**src/rtl/seg_xlate_pkg.sv**
```systemverilog
package seg_xlate_pkg;
  typedef enum logic [1:0] {
    FLT_NONE   = 2'd0,
    FLT_BOUNDS = 2'd1,
    FLT_PROT   = 2'd2,
    FLT_NOSEG  = 2'd3
  } fault_e;

  typedef enum logic [1:0] {
    ACC_READ  = 2'd0,
    ACC_WRITE = 2'd1,
    ACC_EXEC  = 2'd2,
    ACC_RSVD  = 2'd3
  } acc_e;

  localparam int unsigned PERM_W = 3;
endpackage

```
**src/rtl/seg_table.sv**
```systemverilog
module seg_table
  import seg_xlate_pkg::*;
#(
  parameter int unsigned SEGS  = 8,
  parameter int unsigned PA_W  = 16,
  parameter int unsigned LIM_W = 13,
  localparam int unsigned SEG_W = $clog2(SEGS)
) (
  input  logic              clk_i,
  input  logic              rst_ni,
  input  logic              we_i,
  input  logic [SEG_W-1:0]  wseg_i,
  input  logic              wvalid_i,
  input  logic [PA_W-1:0]   wbase_i,
  input  logic [LIM_W-1:0]  wlimit_i,
  input  logic [PERM_W-1:0] wperm_i,
  input  logic [SEG_W-1:0]  rseg_i,
  output logic              rvalid_o,
  output logic [PA_W-1:0]   rbase_o,
  output logic [LIM_W-1:0]  rlimit_o,
  output logic [PERM_W-1:0] rperm_o
);
  logic [SEGS-1:0]   valid_q;
  logic [PA_W-1:0]   base_q  [SEGS];
  logic [LIM_W-1:0]  limit_q [SEGS];
  logic [PERM_W-1:0] perm_q  [SEGS];

  for (genvar g = 0; g < SEGS; g++) begin : g_ent
    logic hit;
    assign hit = we_i && (wseg_i == SEG_W'(g));
    always_ff @(posedge clk_i or negedge rst_ni) begin
      if (!rst_ni) begin
        valid_q[g] <= 1'b0;
        base_q[g]  <= '0;
        limit_q[g] <= '0;
        perm_q[g]  <= '0;
      end else if (hit) begin
        valid_q[g] <= wvalid_i;
        base_q[g]  <= wbase_i;
        limit_q[g] <= wlimit_i;
        perm_q[g]  <= wperm_i;
      end
    end
  end

  // read sees pre-edge contents: same-cycle write is not forwarded
  assign rvalid_o = valid_q[rseg_i];
  assign rbase_o  = base_q[rseg_i];
  assign rlimit_o = limit_q[rseg_i];
  assign rperm_o  = perm_q[rseg_i];


  wr_valid_chk: assert property (@(posedge clk_i) disable iff (!rst_ni)
    we_i |=> (valid_q[$past(wseg_i)] == $past(wvalid_i)));


  reset_clear_chk: assert property (@(posedge clk_i)
    $rose(rst_ni) |-> (valid_q == '0));
endmodule

```
**src/rtl/seg_check.sv**
```systemverilog
module seg_check
  import seg_xlate_pkg::*;
#(
  parameter int unsigned PA_W  = 16,
  parameter int unsigned OFF_W = 12,
  localparam int unsigned LIM_W = OFF_W + 1
) (
  input  logic              ent_valid_i,
  input  logic [PA_W-1:0]   ent_base_i,
  input  logic [LIM_W-1:0]  ent_limit_i,
  input  logic [PERM_W-1:0] ent_perm_i,
  input  logic [OFF_W-1:0]  off_i,
  input  acc_e              acc_i,
  output fault_e            fault_o,
  output logic [PA_W-1:0]   paddr_o
);
  logic perm_ok;
  logic in_bounds;

  always_comb begin
    unique case (acc_i)
      ACC_READ:  perm_ok = ent_perm_i[0];
      ACC_WRITE: perm_ok = ent_perm_i[1];
      ACC_EXEC:  perm_ok = ent_perm_i[2];
      default:   perm_ok = 1'b0;
    endcase
  end

  assign in_bounds = {1'b0, off_i} < ent_limit_i;

  always_comb begin
    if (!ent_valid_i)     fault_o = FLT_NOSEG;
    else if (!in_bounds)  fault_o = FLT_BOUNDS;
    else if (!perm_ok)    fault_o = FLT_PROT;
    else                  fault_o = FLT_NONE;
  end

  // add runs alongside the checks; masked on fault
  assign paddr_o = (fault_o == FLT_NONE) ? ent_base_i + PA_W'(off_i) : '0;
endmodule

```
**src/rtl/seg_xlate.sv**
```systemverilog
module seg_xlate
  import seg_xlate_pkg::*;
#(
  parameter int unsigned SEGS  = 8,
  parameter int unsigned OFF_W = 12,
  parameter int unsigned PA_W  = 16,
  localparam int unsigned SEG_W = $clog2(SEGS),
  localparam int unsigned LIM_W = OFF_W + 1
) (
  input  logic              clk_i,
  input  logic              rst_ni,
  input  logic              cfg_we_i,
  input  logic [SEG_W-1:0]  cfg_seg_i,
  input  logic              cfg_valid_i,
  input  logic [PA_W-1:0]   cfg_base_i,
  input  logic [LIM_W-1:0]  cfg_limit_i,
  input  logic [PERM_W-1:0] cfg_perm_i,
  input  logic              req_valid_i,
  input  logic [SEG_W-1:0]  req_seg_i,
  input  logic [OFF_W-1:0]  req_off_i,
  input  logic [1:0]        req_acc_i,
  output logic              rsp_valid_o,
  output logic [PA_W-1:0]   rsp_paddr_o,
  output logic [1:0]        rsp_fault_o
);
  logic              ent_valid;
  logic [PA_W-1:0]   ent_base;
  logic [LIM_W-1:0]  ent_limit;
  logic [PERM_W-1:0] ent_perm;
  fault_e            chk_fault;
  logic [PA_W-1:0]   chk_paddr;

  seg_table #(.SEGS(SEGS), .PA_W(PA_W), .LIM_W(LIM_W)) u_table (
    .clk_i    (clk_i),
    .rst_ni   (rst_ni),
    .we_i     (cfg_we_i),
    .wseg_i   (cfg_seg_i),
    .wvalid_i (cfg_valid_i),
    .wbase_i  (cfg_base_i),
    .wlimit_i (cfg_limit_i),
    .wperm_i  (cfg_perm_i),
    .rseg_i   (req_seg_i),
    .rvalid_o (ent_valid),
    .rbase_o  (ent_base),
    .rlimit_o (ent_limit),
    .rperm_o  (ent_perm)
  );

  seg_check #(.PA_W(PA_W), .OFF_W(OFF_W)) u_check (
    .ent_valid_i (ent_valid),
    .ent_base_i  (ent_base),
    .ent_limit_i (ent_limit),
    .ent_perm_i  (ent_perm),
    .off_i       (req_off_i),
    .acc_i       (acc_e'(req_acc_i)),
    .fault_o     (chk_fault),
    .paddr_o     (chk_paddr)
  );

  always_ff @(posedge clk_i or negedge rst_ni) begin
    if (!rst_ni) begin
      rsp_valid_o <= 1'b0;
      rsp_paddr_o <= '0;
      rsp_fault_o <= FLT_NONE;
    end else begin
      rsp_valid_o <= req_valid_i;
      rsp_paddr_o <= req_valid_i ? chk_paddr : '0;
      rsp_fault_o <= req_valid_i ? chk_fault : FLT_NONE;
    end
  end


  rsp_follow_chk: assert property (@(posedge clk_i) disable iff (!rst_ni)
    req_valid_i |=> rsp_valid_o);


  rsp_idle_chk: assert property (@(posedge clk_i) disable iff (!rst_ni)
    !req_valid_i |=> !rsp_valid_o);


  fault_zero_addr_chk: assert property (@(posedge clk_i) disable iff (!rst_ni)
    (rsp_fault_o != FLT_NONE || !rsp_valid_o) |-> (rsp_paddr_o == '0));


  idle_no_fault_chk: assert property (@(posedge clk_i) disable iff (!rst_ni)
    !rsp_valid_o |-> (rsp_fault_o == FLT_NONE));


  rsvd_denied_chk: assert property (@(posedge clk_i) disable iff (!rst_ni)
    (req_valid_i && req_acc_i == 2'd3) |=> (rsp_fault_o != FLT_NONE));


  noseg_chk: assert property (@(posedge clk_i) disable iff (!rst_ni)
    (req_valid_i && !ent_valid) |=> (rsp_fault_o == FLT_NOSEG));
endmodule

```
**config.mk**
```make
export PLATFORM = sky130hd
export DESIGN_NAME = seg_xlate
export DESIGN_NICKNAME = d
export VERILOG_FILES = /design/src/rtl/seg_xlate_pkg.sv /design/src/rtl/seg_table.sv /design/src/rtl/seg_check.sv /design/src/rtl/seg_xlate.sv
export SDC_FILE = /design/constraint.sdc
export NUM_CORES = 1
export LEC_CHECK = 0
export BUFFER_PORTS_ARGS = -buffer_cell sky130_fd_sc_hd__buf_2
export CORE_MARGIN = 3
export CORE_UTILIZATION = 40
export DETAILED_ROUTE_END_ITERATION = 10
export PLACE_DENSITY = 0.68
export SYNTH_ARGS = -nofsm -noshare
export SYNTH_HDL_FRONTEND = slang
export SYNTH_SLANG_ARGS = --single-unit
```
**constraint.sdc**
```tcl
create_clock -name clk_i -period 3.15 [get_ports clk_i]
set_input_delay 0.63 -clock clk_i [delete_from_list [all_inputs] [get_ports clk_i]]
set_output_delay 0.63 -clock clk_i [all_outputs]
set_load 0.1 [all_outputs]
```
## Yosys cells after proc, flatten, opt, wreduce, memory -nomap -nowiden

Index checks and enable logic that the tools add are counted.
Widths: inputs -> output; s select.

| cells by class | value |
|---|---|
| $add $sub $neg | 1 |
| $mul | 0 |
| divide/modulo/power cells | 0 |
| order comparisons | 3 |
| equality and inequality tests | 9 |
| shift operators | 0 |
| multiplexer cells | 18 |
| bitwise logic cells | 1 |
| reductions and logical operators | 11 |

Operators with widths:

| cell | number |
|---|---|
| $mux 16 | 4 |
| $bmux 16 s3 | 1 |
| $bmux 13 s3 | 1 |
| $mux 13 | 2 |
| $add 16x12->16 | 1 |
| $lt 12x13->1 | 1 |
| $eq 3x3->1 const B | 4 |
| $bmux 3 s3 | 1 |
| $logic_and 1x1->1 | 8 |
| $mux 2 | 4 |
| $eq 3x2->1 const B | 2 |
| $mux 3 | 2 |
| $ge 4x4->1 const B | 1 |
| $logic_not 2->1 | 2 |
| $lt 3x4->1 const B | 1 |
| $not 3->4 | 1 |
| $bmux 1 s3 | 1 |
| $eq 3x1->1 const B | 1 |
| $logic_not 3->1 | 1 |
| $pmux 1 s3 | 1 |
| $eq 2x1->1 const B | 1 |
| $eq 2x2->1 const B | 1 |
| $mux 1 | 1 |

| storage, ports and cells | value |
|---|---|
| flip-flop bits (word level) | 283 |
| latch bits | 0 |
| RAM bits | 0 |
| memory bits (read-only) | 0 |
| word-level logic and storage cells | 78 |
| memories kept | 0 |

## Depth between registers and ports, before layout

| depth | value |
|---|---|
| depth in word-level cells | 11 |
| mapped depth | 15 |
| depth with buffers taken out | 10 |

## By module

Synthesis repeated with hierarchy kept, for this count alone.

| unflattened totals | value |
|---|---|
| cell total of the unflattened synthesis | 894 |
| area total of the unflattened synthesis | 13650.6 µm² |

Modules (own cells, without submodules):

| module | times used | cells each | area each (µm²) | seq. area each (µm²) |
|---|---|---|---|---|
| seg_table | 1 | 684 | 11843.9 | 6606.3 |
| seg_check | 1 | 172 | 1189.9 | 0.0 |
| seg_xlate | 1 | 38 | 616.8 | 475.5 |

## Worst setup path before layout

OpenSTA, ideal clock, no wires.

| timing path | value |
|---|---|
| kind | input-to-reg |
| from | input req_seg_i[0] |
| to | register rsp_paddr_o[13] |
| data arrival time | 3969 ps |
| setup slack | -930 ps |
| stages | 11 |
| cells stage by stage | buf_6 -> buf_4 -> buf_2 -> buf_2 -> mux4_2 -> mux2_2 -> ha_1 -> nand2_1 -> o41ai_1 -> a21oi_1 -> a2111oi_2 |

| on the way | value |
|---|---|
| word-level cells in the longest chain between the ends | 11 |

RTL lines:

| what | RTL line | text |
|---|---|---|
| start, declared | seg_xlate.sv:19 | `input logic [SEG_W-1:0] req_seg_i,` |
| branches (longest 9 deep; another with $lt 12x13->1) | -- |  |
| $mux 16 (*) | seg_check.sv:39 | `assign paddr_o = (fault_o == FLT_NONE) ? ent_base_i + PA_W'(off_i) : '0;` |
| $mux 16 (*) | seg_xlate.sv:67 | `rsp_paddr_o <= req_valid_i ? chk_paddr : '0;` |
| end signal, assigned | seg_xlate.sv:67 |  |
| end, declared | seg_xlate.sv:23 | `output logic [PA_W-1:0] rsp_paddr_o,` |

Every way passes the cells marked *. The select of a mux whose other input is x is not followed.
A chain may end at the register's enable or synchronous reset.

## Worst setup path in the final report

Ends and elaborated chain as after synthesis.

==> flow_summary.ini <==
[run_status]
status = complete, no violations

[synthesis]
synth_simple_gate_area_frac = 0.0250
syn-cell-area_um2 = 13300
ys_ff_latch = 283
synth_edf_count = 0
ys_async_sr_fraction = 1.00
syn_nets = 938
synth_xor_area_frac = 0.00660
synth_area_per_cell_um2 = 15.5
synth.distinct_cells = 52
yosysSeqAreaShare = 0.534
synth_compound_area_frac = 0.0307
synth_mux_area_frac = 0.362
synth_cells = 857
synth_flop_cell = dfrtp_1
synth_top_family_by_area = multiplexers
ys_warn_count = 0
synth_fa_ha_area_frac = 0.0232

[clock_tree]
cts-buffers-inserted = 30
hold_buffers = 0
cts-root-buf = clkbuf_16
clockBufferDepth = 3
cts.clk_slew.worst_paths_ns = 0.06
cts_max_level = 1
cts_num_sinks = 283
clk_latency_ns = 0.55
cts_tree = done

[drt]
drc_errors = 0
drt_iter0_drc = 484
drt_wl_total_um = 31100
routedWlPerCell_um = 21.2
dr.pass1.iters = 6
vias = 8024
vias_per_cell = 5.47
ant_nets = 0

[sta]
fin_crit_sh = 0.973
finalCriticalPeriod_ns = 3.06
fin_worst_skew_ns = 0.0139
max_freq_mhz = 326
rsz0062_at_grt = no
drv_slew = 0
finalSetupViolCount = 0
relSlewSlack = 0.565
hold_violations = 0
worst_pin_slew_ns = 0.653

[floorplan]
die_area_um2 = 35400
die_h_um = 188
top_level_ports = 76
die_x_um = 188
rows = 66
start_util = 0.407
core_area_um2 = 32600

[power]
power_density_nw_per_um2 = 692
cellLeakagePower_nw = 6.98
vdd_ir_drop_max_mv = 0.414
p_total_mw = 11.0

[layout]
design_area_um2 = 15900
syn_to_final_growth_pct = 20.1
seq_area_um2 = 7080
multi_input_area_um2 = 6050
drive_gt1_frac = 0.554
fillCellCount = 2793
fin_nets = 1081

[global_route]
grt_antenna_before_repair = 2
grt_usage = 0.179
grt_pass1_wl_um = 50200
grt_max_degree = 68
grt_remaining_overflow = 0
grt_pass1_vias = 8574

[placed_design]
gp_congestion = 0.895
hpwl_um = 20400
place_area_um2 = 14900
port_buffers = 75

[worst_hold_path]
min-delay-path-class = input pin to async pin

[setup_path]
critPathTopFamily = compound AO/OA/AOI/OAI gates
critical_path_class = input pin to flip-flop
endpoint_kind = flip-flop
cp_max_fo = 13
cpMostUsedCell = buf_12
cp_data_required_time_ns = 3.60
slowest_delay_ns = 0.48
slowest_stage = mux4_2
cp.arrival_ns = 3.51
crit_buf_inv = 4
path_cells = buf_12 > buf_6 > buf_12 > mux4_2 > mux2_2 > ha_1 > a21oi_1 > nor2_1 > o221ai_2 > o41ai_4 > buf_4 > a21o_1 > a2111oi_4
worstSetupStartpointType = input pin

[job]
drv_cap = 0
report_power, final:
part / internal [mW] / leakage, nW / switching, mW
clock: 2.15 / 0.496 / 1.42
combinational: 1.48 / 3.06 / 1.18
sequential: 4.41 / 3.43 / 0.379
synth_stat cells, drive strengths merged, types with 6 or more instances:
library cell / number / area, um2
mux4: 64 / 1450
nand2: 11 / 41.3
nor2: 20 / 75.1
a21o: 6 / 45.0
ha: 23 / 288
dfrtp: 283 / 7080
nor3: 6 / 30.0
inv: 6 / 22.5
mux2i: 23 / 230
o21ai: 8 / 40.0
mux2: 277 / 3120
clkbuf: 35 / 131
nand2b: 6 / 37.5
xnor2: 6 / 52.6
buf: 14 / 104
a21oi: 14 / 70.1
cells by family (layout without fill, tap and decap cells):
kind of cell | count (synthesis) | in the layout
mux | 364 | 364
other cells | 0 | 3
simple gates | 63 | 63
flops | 283 | 283
fa+ha+maj | 24 | 24
compound gates | 58 | 58
xor+xnor | 10 | 10
buf+inv | 55 | 220
flip-flops by register name, summed over array words and instances, names as in the netlist:
signal	flops
rsp_valid_o	1
rsp_paddr_o	16
u_table.base_q	128
u_table.limit_q	104
u_table.perm_q	24
u_table.valid_q	8
rsp_fault_o	2
routing by layer:
layer,vias to the layer above,global-route usage,part of all wire
met4,2,0.0335,0.014
li1,3531,-,-
met1,4272,0.277,0.49
met2,181,0.267,0.44
met5,-,0,0.00023
met3,38,0.0292,0.048
cell usage in the layout, fill, tap and decap left out, drive strengths merged, types with 2 or more instances in the layout:
cell type | Yosys | routed
nand2b | 6 | 6
xnor2 | 6 | 6
mux2 | 277 | 277
nand2 | 11 | 11
o21a | 4 | 4
a2111oi | 3 | 3
xor2 | 4 | 4
nand4 | 2 | 2
clkbuf | 35 | 43
a211oi | 5 | 5
nor2 | 20 | 20
buf | 14 | 160
a21oi | 14 | 14
nand4b | 5 | 5
a2111o | 2 | 2
nor3 | 6 | 6
diode | 0 | 3
o21ai | 8 | 8
bufinv | 0 | 3
a21o | 6 | 6
mux4 | 64 | 64
nor3b | 2 | 2
ha | 23 | 23
a22oi | 2 | 2
mux2i | 23 | 23
nand3 | 2 | 2
nor2b | 4 | 4
dfrtp | 283 | 283
a211o | 2 | 2
inv | 6 | 6
clkinv | 0 | 7
final timing paths:
kind | from | endpoint | slack (ns) | depth (start not counted)
setup / recovery | req_seg_i[0] | rsp_paddr_o[13] | 0.09 | 13
hold / removal | rst_ni | u_table.limit_q[73] | 0.03 | 1
setup reg to reg | u_table.limit_q[57] | rsp_paddr_o[7] | 0.18 | 10
hold reg to reg | u_table.base_q[107] | u_table.base_q[107] | 0.50 | 1
max in group asynchronous | rst_ni | u_table.valid_q[2] | 2.34 | 2
min in group clk_i | req_valid_i | rsp_valid_o | 0.27 | 1
area by class of cell:
cell class,count,share of cell area
Sequential cell,283,0.444
Multi-Input combinational cell,519,0.379
Clock inverter,11,0.00832
Inverter,6,0.00141
Tap cell,442,0.0347
Antenna cell,3,0.000471
Timing Repair Buffer,160,0.0768
Clock buffer,43,0.0546
what timing repair did:
item	in CTS	in global routing
pin swaps	0	2
buffers inserted	0	2
endpoints found under the setup margin	2	4
gates resized for setup	1	12
per-stage QoR:
step	cells	worst slack (ns)	hold slack, ns	utilization	TNS, ns
floorplan	857	-0.332	0.334	-	-4.31
global placement	1408	-0.574	0.480	0.456	-6.89
detailed placement	1408	-0.625	0.489	0.456	-7.69
CTS	1462	0.0581	0.0482	0.486	0
global route	1464	0.000609	0.0595	0.488	0
finish	1467	0.0862	0.0339	0.489	0
No activity file was read; power rests on OpenSTA's default activity.
